**config.mk**
```make
export PLATFORM = sky130hd
export DESIGN_NAME = vcp_top
export DESIGN_NICKNAME = d
export VERILOG_FILES = /design/src/rtl/vcp_pkg.sv /design/src/rtl/vcp_regfile.sv /design/src/rtl/vcp_irq_timer.sv /design/src/rtl/vcp_ctrl.sv /design/src/rtl/vcp_top.sv
export SDC_FILE = /design/constraint.sdc
export NUM_CORES = 2
export LEC_CHECK = 0
export BUFFER_PORTS_ARGS = -buffer_cell sky130_fd_sc_hd__buf_2
export CAP_MARGIN = 10
export CORE_MARGIN = 2
export CORE_UTILIZATION = 55
export DETAILED_ROUTE_END_ITERATION = 10
export PLACE_DENSITY = 0.74
export SYNTH_ARGS = -nofsm -noshare
export SYNTH_HDL_FRONTEND = slang
export SYNTH_SLANG_ARGS = --single-unit
```
**constraint.sdc**
```tcl
create_clock -name clk -period 3.7 [get_ports clk]
set_clock_uncertainty 0.2 [all_clocks]
set_input_delay 0.37 -clock clk [delete_from_list [all_inputs] [get_ports clk]]
set_output_delay 0.37 -clock clk [all_outputs]
set_load 0.05 [all_outputs]
```
**src/rtl/vcp_pkg.sv**
```systemverilog
package vcp_pkg;
  localparam int WORD = 32;

  typedef enum logic [2:0] {
    K_REG_WR = 3'd0,
    K_REG_RD = 3'd1,
    K_MEM_LD = 3'd2,
    K_MEM_ST = 3'd3,
    K_DPROC  = 3'd4
  } vcp_kind_e;

  typedef enum logic [1:0] {
    PH_FIRST = 2'd0,
    PH_BUSY  = 2'd1,
    PH_DATA  = 2'd2
  } vcp_phase_e;

  typedef enum logic [2:0] {
    RSP_NONE = 3'd0,
    RSP_DONE = 3'd1,
    RSP_BUSY = 3'd2,
    RSP_CANT = 3'd3,
    RSP_MORE = 3'd4
  } vcp_resp_e;

  localparam logic [3:0] DP_STALL   = 4'd0;
  localparam logic [3:0] DP_FAST_AT = 4'd1;
  localparam logic [3:0] DP_NORM_AT = 4'd2;
  localparam logic [3:0] DP_FAST_OFF = 4'd3;
  localparam logic [3:0] DP_NORM_OFF = 4'd4;
  localparam logic [3:0] DP_STAMP   = 4'd5;

  // target count for a delay started at 'now'
  function automatic logic [WORD-1:0] deadline_of(input logic [WORD-1:0] now,
                                                  input logic [WORD-1:0] dly);
    return now + dly;
  endfunction

  // true once 'now' is at or past 'target' (within half the count range)
  function automatic logic reached(input logic [WORD-1:0] now,
                                   input logic [WORD-1:0] target);
    logic [WORD-1:0] diff;
    diff = now - target;
    return ~diff[WORD-1];
  endfunction
endpackage

```
**src/rtl/vcp_regfile.sv**
```systemverilog
module vcp_regfile #(
  parameter int NREGS = 16,
  parameter int W     = 32,
  parameter int NRD   = 3,
  parameter int IW    = $clog2(NREGS)
) (
  input  logic                    clk,
  input  logic                    rst_n,
  input  logic                    we,
  input  logic [IW-1:0]           waddr,
  input  logic [W-1:0]            wdata,
  input  logic [NRD-1:0][IW-1:0]  raddr,
  output logic [NRD-1:0][W-1:0]   rdata
);
  logic [W-1:0] mem_q [NREGS];

  always_ff @(posedge clk or negedge rst_n) begin
    if (!rst_n) begin
      for (int i = 0; i < NREGS; i++) mem_q[i] <= '0;
    end else if (we) begin
      mem_q[waddr] <= wdata;
    end
  end

  for (genvar r = 0; r < NRD; r++) begin : g_rd
    assign rdata[r] = mem_q[raddr[r]];
  end
endmodule

```
**src/rtl/vcp_irq_timer.sv**
```systemverilog
module vcp_irq_timer
  import vcp_pkg::*;
(
  input  logic            clk,
  input  logic            rst_n,
  input  logic [WORD-1:0] cyc,
  input  logic [WORD-1:0] dly,
  input  logic            sched,
  input  logic            imm,
  input  logic            clr,
  output logic            line_n,
  output logic            pend,
  output logic            fire
);
  logic [WORD-1:0] dl_q;

  assign fire = pend && reached(cyc, dl_q);

  always_ff @(posedge clk or negedge rst_n) begin
    if (!rst_n) begin
      pend   <= 1'b0;
      dl_q   <= '0;
      line_n <= 1'b1;
    end else begin
      if (sched) begin
        pend <= 1'b1;
        dl_q <= deadline_of(cyc, dly);
      end else if (fire) begin
        pend <= 1'b0;
      end
      if (imm || fire)  line_n <= 1'b0;
      else if (clr)     line_n <= 1'b1;
    end
  end
endmodule

```
**src/rtl/vcp_ctrl.sv**
```systemverilog
module vcp_ctrl
  import vcp_pkg::*;
#(
  parameter int LONG_LAST = 4,
  parameter int IW        = 4
) (
  input  logic            clk,
  input  logic            rst_n,
  input  logic            req,
  input  logic            sel_a,
  input  logic            sel_b,
  input  logic [1:0]      phase,
  input  logic [2:0]      kind,
  input  logic [31:0]     instr,
  input  logic [WORD-1:0] wdata,
  input  logic [WORD-1:0] cyc,
  input  logic [WORD-1:0] rd_n,
  input  logic [WORD-1:0] rd_d,
  input  logic [WORD-1:0] rd_m,
  output logic [2:0]      resp,
  output logic [WORD-1:0] rdata,
  output logic            we,
  output logic [IW-1:0]   waddr,
  output logic [WORD-1:0] wd,
  output logic [1:0]      sched,
  output logic [1:0]      imm,
  output logic [1:0]      clr,
  output logic            stall_arm,
  output logic [WORD-1:0] op_dly
);
  localparam int BW = $clog2(LONG_LAST + 1) + 1;

  logic [WORD-1:0] finish_q;
  logic [BW-1:0]   beat_q;
  logic            beat_clr, beat_inc;
  logic [3:0]      op;
  logic            dp_ok, long_xfer, last_beat, dly_zero;
  logic            unused_bits;

  assign op        = instr[23:20];
  assign long_xfer = instr[22];
  assign op_dly    = rd_m;
  assign dly_zero  = (rd_m == '0);
  assign last_beat = (beat_q == BW'(LONG_LAST));
  assign dp_ok     = sel_b ? (op <= DP_STAMP) : (op == DP_STALL);
  assign unused_bits = ^{instr[31:24], instr[21:20], instr[11:4]};

  always_comb begin
    resp      = RSP_NONE;
    rdata     = '0;
    we        = 1'b0;
    waddr     = '0;
    wd        = '0;
    sched     = '0;
    imm       = '0;
    clr       = '0;
    stall_arm = 1'b0;
    beat_clr  = 1'b0;
    beat_inc  = 1'b0;
    if (req && (sel_a || sel_b)) begin
      case (kind)
        K_REG_WR: begin
          if (phase == PH_FIRST) begin
            we    = 1'b1;
            waddr = IW'(instr[19:16]);
            wd    = wdata;
            resp  = RSP_DONE;
          end else resp = RSP_CANT;
        end
        K_REG_RD: begin
          if (phase == PH_FIRST) begin
            rdata = rd_n;
            resp  = RSP_DONE;
          end else resp = RSP_CANT;
        end
        K_MEM_LD, K_MEM_ST: begin
          if (!sel_a) resp = RSP_CANT;
          else if (phase == PH_FIRST) begin
            beat_clr = 1'b1;
            resp     = RSP_DONE;
          end else if (phase == PH_DATA) begin
            if (kind == K_MEM_LD) begin
              we    = 1'b1;
              waddr = IW'(instr[15:12]);
              wd    = wdata;
            end else begin
              rdata = rd_d;
            end
            if (long_xfer && !last_beat) begin
              resp     = RSP_MORE;
              beat_inc = 1'b1;
            end else resp = RSP_DONE;
          end else resp = RSP_CANT;
        end
        K_DPROC: begin
          if (!dp_ok || phase == PH_DATA) resp = RSP_CANT;
          else if (op == DP_STALL) begin
            if (phase == PH_FIRST) begin
              stall_arm = 1'b1;
              resp      = dly_zero ? RSP_DONE : RSP_BUSY;
            end else begin
              resp = reached(cyc, finish_q) ? RSP_DONE : RSP_BUSY;
            end
          end else if (phase != PH_FIRST) resp = RSP_CANT;
          else begin
            resp = RSP_DONE;
            case (op)
              DP_FAST_AT:  if (dly_zero) imm[0] = 1'b1; else sched[0] = 1'b1;
              DP_NORM_AT:  if (dly_zero) imm[1] = 1'b1; else sched[1] = 1'b1;
              DP_FAST_OFF: clr[0] = 1'b1;
              DP_NORM_OFF: clr[1] = 1'b1;
              DP_STAMP: begin
                we    = 1'b1;
                waddr = IW'(instr[3:0]);
                wd    = cyc;
              end
              default: resp = RSP_CANT;
            endcase
          end
        end
        default: resp = RSP_CANT;
      endcase
    end
  end

  always_ff @(posedge clk or negedge rst_n) begin
    if (!rst_n) begin
      finish_q <= '0;
      beat_q   <= '0;
    end else begin
      if (stall_arm) finish_q <= deadline_of(cyc, op_dly);
      if (beat_clr)      beat_q <= '0;
      else if (beat_inc) beat_q <= beat_q + 1'b1;
    end
  end
endmodule

```
**src/rtl/vcp_top.sv**
```systemverilog
module vcp_top
  import vcp_pkg::*;
#(
  parameter int NUM_A     = 4,
  parameter int NUM_B     = 5,
  parameter int NREGS     = 16,
  parameter int LONG_LAST = 4
) (
  input  logic        clk,
  input  logic        rst_n,
  input  logic        cp_req,
  input  logic [1:0]  cp_phase,
  input  logic [2:0]  cp_kind,
  input  logic [3:0]  cp_num,
  input  logic [31:0] cp_instr,
  input  logic [31:0] cp_wdata,
  input  logic [31:0] cyc_count,
  output logic [2:0]  cp_resp,
  output logic [31:0] cp_rdata,
  output logic        fiq_n,
  output logic        irq_n
);
  localparam int IW    = $clog2(NREGS);
  localparam int NRD   = 3;
  localparam int NLINE = 2;

  // named internal events, visible to the bound checker
  logic                   sel_a, sel_b;
  logic                   we;
  logic [IW-1:0]          waddr;
  logic [WORD-1:0]        wd;
  logic [NRD-1:0][IW-1:0] raddr;
  logic [NRD-1:0][WORD-1:0] rdata_rf;
  logic [NLINE-1:0]       sched, imm, clr, pend, fire, line_n;
  logic                   stall_arm;
  logic [WORD-1:0]        op_dly;

  assign sel_a = (cp_num == 4'(NUM_A));
  assign sel_b = (cp_num == 4'(NUM_B));

  assign raddr[0] = IW'(cp_instr[19:16]);
  assign raddr[1] = IW'(cp_instr[15:12]);
  assign raddr[2] = IW'(cp_instr[3:0]);

  vcp_regfile #(.NREGS(NREGS), .W(WORD), .NRD(NRD), .IW(IW)) u_rf (
    .clk   (clk),
    .rst_n (rst_n),
    .we    (we),
    .waddr (waddr),
    .wdata (wd),
    .raddr (raddr),
    .rdata (rdata_rf)
  );

  vcp_ctrl #(.LONG_LAST(LONG_LAST), .IW(IW)) u_ctrl (
    .clk       (clk),
    .rst_n     (rst_n),
    .req       (cp_req),
    .sel_a     (sel_a),
    .sel_b     (sel_b),
    .phase     (cp_phase),
    .kind      (cp_kind),
    .instr     (cp_instr),
    .wdata     (cp_wdata),
    .cyc       (cyc_count),
    .rd_n      (rdata_rf[0]),
    .rd_d      (rdata_rf[1]),
    .rd_m      (rdata_rf[2]),
    .resp      (cp_resp),
    .rdata     (cp_rdata),
    .we        (we),
    .waddr     (waddr),
    .wd        (wd),
    .sched     (sched),
    .imm       (imm),
    .clr       (clr),
    .stall_arm (stall_arm),
    .op_dly    (op_dly)
  );

  for (genvar l = 0; l < NLINE; l++) begin : g_line
    vcp_irq_timer u_tmr (
      .clk    (clk),
      .rst_n  (rst_n),
      .cyc    (cyc_count),
      .dly    (op_dly),
      .sched  (sched[l]),
      .imm    (imm[l]),
      .clr    (clr[l]),
      .line_n (line_n[l]),
      .pend   (pend[l]),
      .fire   (fire[l])
    );
  end

  assign fiq_n = line_n[0];
  assign irq_n = line_n[1];
endmodule

```
==> key figures <==
Route
  • Remaining antenna violation count: 0
  • Avg WL per Cell: 26.9 um
  • Starting DRT DRC Count: 4491
  • DR DRC count: 0
  • Drt total wl: 133000 um
  • Wire length on met2: 61300 um
  • M1 WL: 46500 um
  • Met3 WL: 15300 um
  • Highest metal used: met4
  • Vias: 33.7k
  • Avg Vias per Cell: 6.81
  • Drt pass-1 iters: 6

Die
  • Die Wd: 269 um
  • Core Area: 69800 um^2
  • Rows: 97
  • Die ar.: 72300 um^2
  • Top Ports: 145
  • Initial Utilization: 55.3%
  • Die Y: 269 um

Synthesis
  • Mapped Cells: 3497
  • Avg Cell Area, Syn: 11.0 um^2
  • Post-synth cell types: 64
  • Warnings, synthesis: 0
  • Synth Flop Type: dfrtp_1
  • Synth top area share: 39.8%
  • Syn_nets: 3729
  • Post-synth top cells: nand2_1 (615), dfrtp_1 (614), o21ai_0 (528)
  • Yosys reg bits: 616
  • Cell accounting for the most synthesized area: dfrtp_1
  • Most common cell in the netlist: nand2_1
  • Synth top area cells: dfrtp_1 (40%), mux4_2 (24%), o21ai_0 (6.9%)
  • Seq/Total Area, Yosys: 40.0%
  • Mapped Area: 38600 um^2
  • EDFF count, synth: 0
  • Asr flop ratio synth: 100%

Setup path
  • R2R setup slack: -0.13 ns
  • Worst EP arrival: 3.34 ns
  • WP data required: 3.13 ns
  • RR Startpoint: u_rf.mem_q[0]
  • Crit path max fanout: 2
  • RR Endpoint: g_line[0].u_tmr.dl_q[28]
  • Setup Crit Path Kind: register to output pin
  • Element type at the critical path end: output pin
  • FF-to-FF path depth: 15
  • Startpoint Class: register

Min path
  • Hold Crit Depth: 5
  • Worst hold path type: primary input to register
  • Min-Delay Startpoint: cp_instr[21]
  • Hold Path End: g_line[0].u_tmr.line_n

Clocking
  • Worst skew pair latency: 0.66 ns
  • Clock buffer depth: 3
  • TritonCTS clock tree: done
  • Num CTS Buffers: 69
  • Root buf cell: clkbuf_16
  • CTS sink count: 616
  • CTS H-tree depth: 3
  • Clock transition at the registers of the reported paths: 0.06 ns

STA
  • Final setup margin: -0.212 ns
  • Relative max-transition margin: 45.3%
  • Worst slew pin tran: 0.800 ns
  • RSZ-0062 raised after global routing: true
  • Tmin final: 3.91 ns
  • Fmax: 256 MHz
  • Slew Limit Fails: 0
  • Final setup fails: 27
  • Hold WS: 0.0360 ns
  • Post-Route Setup TNS: -1.74 ns
  • Hold Fails Final Rpt: 0
  • Final worst path period share: 106%

Power and ir drop
  • Static Leakage: 20.5 nW
  • Net Switching: 0.00386 W
  • Internal power: 0.0111 W
  • Clock power share: 45.5%
  • Switching share of total power: 25.9%
  • Pwr dens: 313 nW/um^2
  • VDD IR max: 0.332 mV
  • Seq pwr share: 45.2%
  • Logic pwr share: 9.3%

Status
  • Status: complete, but fails checks
  • Violated checks: setup timing

Layout
  • Finished Core Util: 68.3%
  • Area Growth Syn to Fin: 23.6%
  • Final nets: 4185
  • Layout cell share with drive strength beyond 1: 36.3%
  • Fill cells: 4804

Placement
  • Detailed placer's ending HPWL: 84800 um
  • Final GP Congestion: 0.968
  • Pre-CTS WS: -0.679 ns
  • I/O Buffers: 128

Global route
  • Largest net degree at the start of global routing: 89
  • First-pass GRT wire length: 199000 um
  • Via count of the first global-routing pass: 33.7k
  • Total gr overflow: 0
  • Antenna violations before repair: 0
  • Gr usage total: 36.8%

Flow run
  • Max-cap viol count: 0
state kept, by name (all words and copies together), names as in the netlist:
| register | flops |
|---|---|
| u_ctrl.finish_q | 32 |
| g_line.u_tmr.pend | 2 |
| g_line.u_tmr.line_n | 2 |
| g_line.u_tmr.dl_q | 64 |
| u_rf.mem_q | 512 |
| u_ctrl.beat_q | 4 |
cell type report:
| cell class | instances | area [um^2] | area share (%) |
|---|---|---|---|
| clock inverter | 31 | 268 | 0.562 |
| clock buffer | 92 | 1920 | 4.04 |
| tap | 940 | 1180 | 2.47 |
| inverter | 110 | 413 | 0.866 |
| multi-input combinational | 2479 | 22700 | 47.7 |
| antenna | 1 | 2.50 | 0.00525 |
| timing repair buffer | 677 | 5740 | 12.1 |
| sequential | 616 | 15400 | 32.4 |
worst max path at each step:
stage	endpoint	slack, ns	from	cells past startpoint
6_report	cp_resp[0]	-0.21	u_rf.mem_q[2]	11
2_1_floorplan	g_line[0].u_tmr.dl_q[28]	-0.06	cp_instr[0]	15
3_5_place_dp	g_line[0].u_tmr.dl_q[30]	-0.68	cp_instr[0]	14
4_1_cts	cp_resp[0]	-0.18	u_rf.mem_q[3]	11
3_3_place_gp	g_line[0].u_tmr.dl_q[30]	-0.59	cp_instr[0]	14
5_1_grt	cp_resp[0]	-0.27	u_rf.mem_q[14]	11
cells in the final DEF (no fill, tap or decap), types with 7 or more instances in the layout:
cell type,count
nor4_2,7
and2_1,8
nand4_1,27
mux2_2,53
nand3_1,13
nor3_1,10
a21oi_1,84
o21ai_0,514
ha_1,107
mux2_4,12
o21ai_1,27
clkinv_2,18
buf_4,470
a21o_1,27
xor2_1,10
o21a_1,11
nand2_2,36
a22oi_1,56
buf_2,115
a22o_1,32
clkbuf_1,13
buf_6,19
a22oi_2,41
dfrtp_1,614
mux2i_1,35
o211ai_1,10
inv_1,105
clkbuf_16,70
buf_12,64
mux2_1,28
clkbuf_8,9
nor2_1,84
nand2_1,579
nor2b_1,42
xnor2_1,13
ha_4,14
a211oi_1,39
mux4_2,416
power groups by stage:
stage               combinational, W  sequential [W]  clock, W
finish                       0.00139         0.00674   0.00679
global route                 0.00147         0.00674   0.00711
CTS                          0.00134         0.00674   0.00682
detailed placement           0.00131         0.00686         0
global placement             0.00129         0.00686         0
floorplan                   0.000651         0.00686         0
per-layer routing:
layer	global-route usage, %	vias to the layer above
li1	-	14001
met5	0	-
met1	45.8	16759
met2	56.6	2316
met3	9.85	630
met4	24.7	0
worst max-delay path: stages (launching register included):
cell     delay (ns)
dfrtp_1        0.38
mux4_2         0.50
a22oi_2        0.25
nand2_2        0.12
buf_4          0.15
nor4_4         0.25
nand4_1        0.15
buf_6          0.16
o21a_1         0.18
a31o_2         0.24
a31oi_4        0.14
buf_6          0.18
what timing repair did:
item	4_1_cts	5_1_grt
setup buffers	67	33
cloned	1	0
hold buffers	3	0
pin swaps	47	68
setup endpoints to repair	44	62
gates resized for setup	95	108
endpoints found under the hold margin	64	0
metrics by stage:
stage | instances | total power, W | area, um^2
6_report | 4946 | 0.0149 | 47700
4_1_cts | 4913 | 0.0149 | 46900
5_1_grt | 4945 | 0.0153 | 47700
3_5_place_dp | 4720 | 0.00817 | 43700
3_3_place_gp | 4720 | 0.00815 | 43700
2_1_floorplan | 3497 | 0.00752 | 38800
cell families after synthesis:
logic type / share of synthesized area, %
muxes: 27.9
xor gates and xnor gates: 0.681
adders and majority gates: 4.04
buffers and inverters: 4.04
and+or+nand+nor: 9.63
AOI/OAI and AO/OA: 13.7
DFF: 40.0
(Power assumes the default switching activity.)
